==> src/rtl/gpio_bank_pkg.sv <==
package gpio_bank_pkg;
  localparam int unsigned BANK_W = 32;
  localparam int unsigned N_GRP  = 8;

  typedef enum logic [2:0] {
    GRP_LEVEL = 3'd0,
    GRP_DIR   = 3'd1,
    GRP_SET   = 3'd2,
    GRP_CLR   = 3'd3,
    GRP_RISE  = 3'd4,
    GRP_FALL  = 3'd5,
    GRP_STAT  = 3'd6,
    GRP_FUNC  = 3'd7
  } gpio_grp_e;
endpackage

==> src/rtl/gpio_addr_dec.sv <==
module gpio_addr_dec
  import gpio_bank_pkg::*;
#(
  parameter int unsigned NW     = 3,
  parameter int unsigned ADDR_W = 6,
  parameter int unsigned WI_W   = 2,
  parameter int unsigned FI_W   = 3
) (
  input  logic [ADDR_W-1:0] addr,
  output logic [N_GRP-1:0]  grp_sel,
  output logic [WI_W-1:0]   word_idx,
  output logic [FI_W-1:0]   func_idx
);
  localparam int unsigned FUNC_LO = 7 * NW;
  localparam int unsigned FUNC_HI = 9 * NW;

  always_comb begin
    grp_sel  = '0;
    word_idx = '0;
    func_idx = '0;
    for (int g = 0; g < 7; g++) begin
      if (int'(addr) >= g * int'(NW) && int'(addr) < (g + 1) * int'(NW)) begin
        grp_sel[g] = 1'b1;
        word_idx   = WI_W'(int'(addr) - g * int'(NW));
      end
    end
    if (int'(addr) >= int'(FUNC_LO) && int'(addr) < int'(FUNC_HI)) begin
      grp_sel[GRP_FUNC] = 1'b1;
      func_idx          = FI_W'(int'(addr) - int'(FUNC_LO));
    end
  end
endmodule

==> src/rtl/gpio_sync.sv <==
module gpio_sync #(
  parameter int unsigned WIDTH = 96
) (
  input  logic             clk,
  input  logic             rst_n,
  input  logic [WIDTH-1:0] d_async,
  output logic [WIDTH-1:0] q_sync
);
  logic [WIDTH-1:0] meta_q;
  logic [WIDTH-1:0] sync_q;

  always_ff @(posedge clk or negedge rst_n) begin
    if (!rst_n) begin
      meta_q <= '0;
      sync_q <= '0;
    end else begin
      meta_q <= d_async;
      sync_q <= meta_q;
    end
  end

  assign q_sync = sync_q;
endmodule

==> src/rtl/gpio_edge_unit.sv <==
module gpio_edge_unit #(
  parameter int unsigned WIDTH = 96
) (
  input  logic             clk,
  input  logic             rst_n,
  input  logic [WIDTH-1:0] smp,
  input  logic [WIDTH-1:0] rise_en,
  input  logic [WIDTH-1:0] fall_en,
  input  logic [WIDTH-1:0] clr_mask,
  output logic [WIDTH-1:0] sts,
  output logic             irq
);
  logic [WIDTH-1:0] prev_q;
  logic [WIDTH-1:0] sts_q;
  logic [WIDTH-1:0] hit;
  logic [WIDTH-1:0] sts_n;

  always_comb begin
    hit   = (smp & ~prev_q & rise_en) | (~smp & prev_q & fall_en);
    // a new edge wins over the clearing write in the same cycle
    sts_n = (sts_q & ~clr_mask) | hit;
  end

  always_ff @(posedge clk or negedge rst_n) begin
    if (!rst_n) begin
      prev_q <= '0;
      sts_q  <= '0;
    end else begin
      prev_q <= smp;
      sts_q  <= sts_n;
    end
  end

  assign sts = sts_q;
  assign irq = |sts_q;
endmodule

==> src/rtl/gpio_ctl_regs.sv <==
module gpio_ctl_regs
  import gpio_bank_pkg::*;
#(
  parameter int unsigned NUM_PINS = 96,
  parameter int unsigned WI_W     = 2,
  parameter int unsigned FI_W     = 3
) (
  input  logic                  clk,
  input  logic                  rst_n,
  input  logic                  wr_en,
  input  logic [N_GRP-1:0]      grp_sel,
  input  logic [WI_W-1:0]       word_idx,
  input  logic [FI_W-1:0]       func_idx,
  input  logic [BANK_W-1:0]     wdata,
  output logic [NUM_PINS-1:0]   dir_q,
  output logic [NUM_PINS-1:0]   out_q,
  output logic [NUM_PINS-1:0]   rise_q,
  output logic [NUM_PINS-1:0]   fall_q,
  output logic [2*NUM_PINS-1:0] func_q,
  output logic [NUM_PINS-1:0]   stat_clr
);
  localparam int unsigned NW = NUM_PINS / BANK_W;
  localparam int unsigned NF = 2 * NW;

  logic [NUM_PINS-1:0]   dir_n, out_n, rise_n, fall_n;
  logic [2*NUM_PINS-1:0] func_n;

  always_comb begin
    dir_n    = dir_q;
    out_n    = out_q;
    rise_n   = rise_q;
    fall_n   = fall_q;
    func_n   = func_q;
    stat_clr = '0;
    for (int w = 0; w < int'(NW); w++) begin
      if (wr_en && word_idx == WI_W'(w)) begin
        if (grp_sel[GRP_DIR])  dir_n[w*BANK_W +: BANK_W]  = wdata;
        if (grp_sel[GRP_SET])  out_n[w*BANK_W +: BANK_W]  = out_q[w*BANK_W +: BANK_W] | wdata;
        if (grp_sel[GRP_CLR])  out_n[w*BANK_W +: BANK_W]  = out_q[w*BANK_W +: BANK_W] & ~wdata;
        if (grp_sel[GRP_RISE]) rise_n[w*BANK_W +: BANK_W] = wdata;
        if (grp_sel[GRP_FALL]) fall_n[w*BANK_W +: BANK_W] = wdata;
        if (grp_sel[GRP_STAT]) stat_clr[w*BANK_W +: BANK_W] = wdata;
      end
    end
    for (int f = 0; f < int'(NF); f++) begin
      if (wr_en && grp_sel[GRP_FUNC] && func_idx == FI_W'(f))
        func_n[f*BANK_W +: BANK_W] = wdata;
    end
  end

  always_ff @(posedge clk or negedge rst_n) begin
    if (!rst_n) begin
      dir_q  <= '0;
      out_q  <= '0;
      rise_q <= '0;
      fall_q <= '0;
      func_q <= '0;
    end else if (wr_en) begin
      dir_q  <= dir_n;
      out_q  <= out_n;
      rise_q <= rise_n;
      fall_q <= fall_n;
      func_q <= func_n;
    end
  end
endmodule

==> src/rtl/gpio_bank_ctrl.sv <==
module gpio_bank_ctrl
  import gpio_bank_pkg::*;
#(
  parameter int unsigned NUM_PINS = 96,
  parameter int unsigned ADDR_W   = 6
) (
  input  logic                  clk,
  input  logic                  rst_n,
  input  logic [ADDR_W-1:0]     bus_addr,
  input  logic                  bus_wr,
  input  logic                  bus_rd,
  input  logic [31:0]           bus_wdata,
  output logic [31:0]           bus_rdata,
  input  logic [NUM_PINS-1:0]   pin_in,
  output logic [NUM_PINS-1:0]   pin_oe,
  output logic [NUM_PINS-1:0]   pin_out,
  output logic [2*NUM_PINS-1:0] af_sel,
  output logic                  irq
);
  localparam int unsigned NW   = NUM_PINS / BANK_W;
  localparam int unsigned NF   = 2 * NW;
  localparam int unsigned WI_W = (NW > 1) ? $clog2(NW) : 1;
  localparam int unsigned FI_W = $clog2(NF);

  logic [1:0]            rst_pipe;
  logic                  rst_sync_n;
  logic [N_GRP-1:0]      grp_sel;
  logic [WI_W-1:0]       word_idx;
  logic [FI_W-1:0]       func_idx;
  logic [NUM_PINS-1:0]   lvl, dir_q, out_q, rise_q, fall_q, stat_clr, sts;
  logic [2*NUM_PINS-1:0] func_q;
  logic [31:0]           rd_word;
  logic [31:0]           rdata_q;

  // reset: asynchronous assert, synchronous release
  always_ff @(posedge clk or negedge rst_n) begin
    if (!rst_n) rst_pipe <= 2'b00;
    else        rst_pipe <= {rst_pipe[0], 1'b1};
  end
  assign rst_sync_n = rst_pipe[1];

  gpio_addr_dec #(.NW(NW), .ADDR_W(ADDR_W), .WI_W(WI_W), .FI_W(FI_W)) u_dec (
    .addr(bus_addr), .grp_sel(grp_sel), .word_idx(word_idx), .func_idx(func_idx)
  );

  gpio_sync #(.WIDTH(NUM_PINS)) u_sync (
    .clk(clk), .rst_n(rst_sync_n), .d_async(pin_in), .q_sync(lvl)
  );

  gpio_ctl_regs #(.NUM_PINS(NUM_PINS), .WI_W(WI_W), .FI_W(FI_W)) u_regs (
    .clk(clk), .rst_n(rst_sync_n), .wr_en(bus_wr), .grp_sel(grp_sel),
    .word_idx(word_idx), .func_idx(func_idx), .wdata(bus_wdata),
    .dir_q(dir_q), .out_q(out_q), .rise_q(rise_q), .fall_q(fall_q),
    .func_q(func_q), .stat_clr(stat_clr)
  );

  gpio_edge_unit #(.WIDTH(NUM_PINS)) u_edge (
    .clk(clk), .rst_n(rst_sync_n), .smp(lvl), .rise_en(rise_q),
    .fall_en(fall_q), .clr_mask(stat_clr), .sts(sts), .irq(irq)
  );

  always_comb begin
    rd_word = '0;
    for (int w = 0; w < int'(NW); w++) begin
      if (word_idx == WI_W'(w)) begin
        if (grp_sel[GRP_LEVEL]) rd_word = lvl[w*BANK_W +: BANK_W];
        if (grp_sel[GRP_DIR])   rd_word = dir_q[w*BANK_W +: BANK_W];
        if (grp_sel[GRP_RISE])  rd_word = rise_q[w*BANK_W +: BANK_W];
        if (grp_sel[GRP_FALL])  rd_word = fall_q[w*BANK_W +: BANK_W];
        if (grp_sel[GRP_STAT])  rd_word = sts[w*BANK_W +: BANK_W];
      end
    end
    for (int f = 0; f < int'(NF); f++) begin
      if (grp_sel[GRP_FUNC] && func_idx == FI_W'(f))
        rd_word = func_q[f*BANK_W +: BANK_W];
    end
  end

  always_ff @(posedge clk or negedge rst_sync_n) begin
    if (!rst_sync_n)  rdata_q <= '0;
    else if (bus_rd)  rdata_q <= rd_word;
  end

  assign bus_rdata = rdata_q;
  assign pin_oe    = dir_q;
  assign pin_out   = out_q;
  assign af_sel    = func_q;
endmodule

==> config.mk <==
export PLATFORM = sky130hd
export DESIGN_NAME = gpio_bank_ctrl
export DESIGN_NICKNAME = d
export VERILOG_FILES = /design/src/rtl/gpio_bank_pkg.sv /design/src/rtl/gpio_addr_dec.sv /design/src/rtl/gpio_sync.sv /design/src/rtl/gpio_edge_unit.sv /design/src/rtl/gpio_ctl_regs.sv /design/src/rtl/gpio_bank_ctrl.sv
export SDC_FILE = /design/constraint.sdc
export NUM_CORES = 1
export LEC_CHECK = 0
export BUFFER_PORTS_ARGS = -buffer_cell sky130_fd_sc_hd__buf_2
export CORE_ASPECT_RATIO = 0.6
export CORE_UTILIZATION = 45
export DETAILED_ROUTE_END_ITERATION = 10
export MAX_ROUTING_LAYER = met4
export SETUP_SLACK_MARGIN = 0.15
export SLEW_MARGIN = 20
export SYNTH_ARGS = -nofsm -noshare
export SYNTH_HDL_FRONTEND = slang
export SYNTH_SLANG_ARGS = --single-unit
==> constraint.sdc <==
create_clock -name clk -period 87.6 [get_ports clk]
set_input_delay 4.38 -clock clk [delete_from_list [all_inputs] [get_ports clk]]
set_output_delay 4.38 -clock clk [all_outputs]
set_load 0.05 [all_outputs]
==> results.yml <==
status:
  status: "complete, no violations"
placed_design:
  dpl.hpwl_mm: 108
  dp_slack_ns: 77.55
  routabilityCongestion: 0.946
  io_buffers: 554
global_routing:
  grt_max_degree: 183
  grt_pass1_vias: 30900
  grt_pass1_wl_mm: 230
  antenna_found_initial: 28
  overflow: 0
  grtUsageTotal: 0.351
cts:
  clock_path_buffers: 3
  cts_root_buf: "clkbuf_16"
  h-tree-depth: 3
  tritoncts: "yes"
  clk_pin_slew_ns: 0.06
  clock_latency_ns: 0.70
  numCtsBuffers: 96
  cts_num_sinks: 994
  hold_buffers: 0
  ctsResizeCount: 0
  cts_setup_buffers: 0
sta:
  layout_min_cycle_time_ns: 9.50
  fin_skew_ns: 0.0327
  fin_hold_ws_ns: 0.315
  fin_setup_tns_ns: 0
  finalCritPeriodShare: 0.108
  fmax_mhz: 105
  hold_violations: 0
  worst_pin_slew_ns: 1.19
  finalMaxSlewViolations: 0
  relSlewSlack: 0.201
  finalSetupViolations: 0
  rsz0062_at_grt: "no"
  fin_ws_ns: 78.10
floorplan:
  initial_core_util: 0.458
  fp.dieH_um: 237
  die_x_um: 394
  core_um2: 90500
  rows: 85
  ios: 555
  dieArea_um2: 93400
run:
  cap_violations: 0
routing:
  wire_per_inst_um: 31.1
  drtAntennaViolNets: 0
  drcViolationCount: 0
  first_pass_iters: 8
  viasPerCell: 6.30
  drt_iter0_drc: 3858
  vias: 32500
  wirelength_mm: 161
critical_path:
  start_kind: "input pin"
  path_delay_family: "buffers and inverters"
  crit_chain: "buf_4, buf_4, buf_4, ha_1, nor2b_1, o31a_1, a311oi_4, o22a_2, buf_4, nor3_4, buf_4, nand2_1, buf_4, mux2_2"
  crit_arrival_ns: 10.05
  crit_buf_inv: 6
  r2r-start: "rst_pipe[1]$_DFF_PN0_"
  cp_slowest_stage_delay_ns: 0.78
  crit_top_cell: "buf_4"
  required_ns: 88.15
  end_kind: "flop"
  crit_start: "bus_addr[0]"
  cpMaxStageDelayCell: "nand2_1"
  crit_fanout: 45
  critPathKind: "input pin to flop"
logic_synthesis:
  synthFlopType: "dfrtp_1"
  synth.avg_cell_area_um2: 12.2
  synth_edf_count: 0
  syn_area_um2: 41500
  netlist.top_cell.by_area: "dfrtp_1"
  async_flop_share: 1.00
  yosysTopAreaCellShare: 0.600
  syn_nets: 3551
  yosys_warnings: 0
  yosys.cell_count.top_type: "dfrtp_1"
  synth.distinct_cells: 75
  ys_seq_elements: 994
  synthCells: 3409
  ys_top_cells_by_area: "dfrtp_1 60%, mux2_2 9.3%, mux2_1 4.0%, o21ai_0 2.6%, a21oi_1 2.4%"
  synth_common_cells: "994 x dfrtp_1, 343 x mux2_2, 218 x clkbuf_1"
  ys_seq_area_frac: 0.600
power:
  total_power_mw: 1.27
  power_density_nw_per_um2: 26.1
  leakagePower_nw: 22.4
  ir_drop_mv: 0.0176
layout:
  drive_gt1_frac: 0.296
  syn_to_final_growth_pct: 17.5
  nFillCells: 8075
  final_nets: 3983
min_path:
  hp-class: "flop to asynchronous set/reset pin"
## placed cells by master, fill, tap and decap left out, drive strengths merged, types with 24 or more instances in the layout
cell,count
nand2,212
a22oi,28
nor2,158
dfrtp,994
diode,24
mux2,492
o221ai,34
clkbuf,142
nor3,27
o21ai,217
nand3b,96
o211ai,98
a222oi,28
buf,625
a31oi,110
nor4,37
mux2i,40
a211oi,39
a21oi,196
o22ai,60
## cells by family after synthesis
family / Yosys count / synth area share
multiplexers: 533 / 0.144
AND/OR/NAND/NOR: 626 / 0.0762
flip-flops: 994 / 0.600
AO/OA/AOI/OAI: 954 / 0.150
other: 1 / 0.0000904
buffers and inverters: 296 / 0.0284
XOR/XNOR: 1 / 0.000211
adder cells (fa/ha/maj): 4 / 0.00121
## metrics by stage
stage	area (um2)	cells	util
2_1_floorplan	41500	3409	-
3_3_place_gp	45300	4959	0.501
3_5_place_dp	45300	4959	0.501
4_1_cts	48600	5134	0.537
5_1_grt	48700	5154	0.538
6_report	48700	5160	0.538
## worst register-to-register path: stages, from the launching register on
cell and delay, ns:
dfrtp_4 0.77, buf_4 0.81, buf_4 0.89, buf_4 0.91
## state kept, by name, indices dropped and copies added (netlist names), named ones only
name / count
u_sync.meta_q: 96
bus_rdata: 32
u_regs.dir_q: 96
u_edge.sts: 96
u_regs.func_q: 192
u_sync.q_sync: 96
u_edge.prev_q: 96
rst_pipe: 2
u_regs.fall_q: 96
u_regs.rise_q: 96
## area by class of cell
class                      count  area (um2)  area share
clock buffer                 142        2810      0.0576
inverter                       5        18.8    0.000385
timing repair buffer         625        3360      0.0689
sequential                   994       24900       0.511
multi-input combinational   2119       15600       0.320
clock inverter                33         489      0.0100
antenna                       24        60.1     0.00123
tap                         1218        1520      0.0313
## metal layers
| layer | wire, um | vias up | global-route usage |
|---|---|---|---|
| li1 | - | 13600 | - |
| met1 | 71200 | 16800 | 0.519 |
| met2 | 64400 | 1885 | 0.451 |
| met3 | 21800 | 217 | 0.132 |
| met4 | 3140 | 0 | 0.0722 |
| met5 | 0 | - | - |
## power breakdown
group	leakage, nW	switching (mW)	total (mW)	internal (mW)
clock	1.62	0.185	0.443	0.257
sequential	12.4	0.0547	0.572	0.517
combinational	8.41	0.192	0.259	0.0672
## worst paths after layout
kind / endpoint / slack, ns / cells after the start
worst max-delay path: u_regs.rise_q[12]$_DFFE_PN0P_ / 78.10 / 14
worst min-delay path: u_regs.func_q[148]$_DFFE_PN0P_ / 0.31 / 0
worst max register to register: asynchronous set/reset pin / 84.15 / 3
worst min register to register: u_regs.func_q[148]$_DFFE_PN0P_ / 0.31 / 0
max in group asynchronous: rst_pipe[1]$_DFF_PN0_ / 84.02 / 1
min in group clk: u_sync.q_sync[78]$_DFF_PN0_ / 0.32 / 0
No activity file was read; power rests on OpenSTA's default activity.
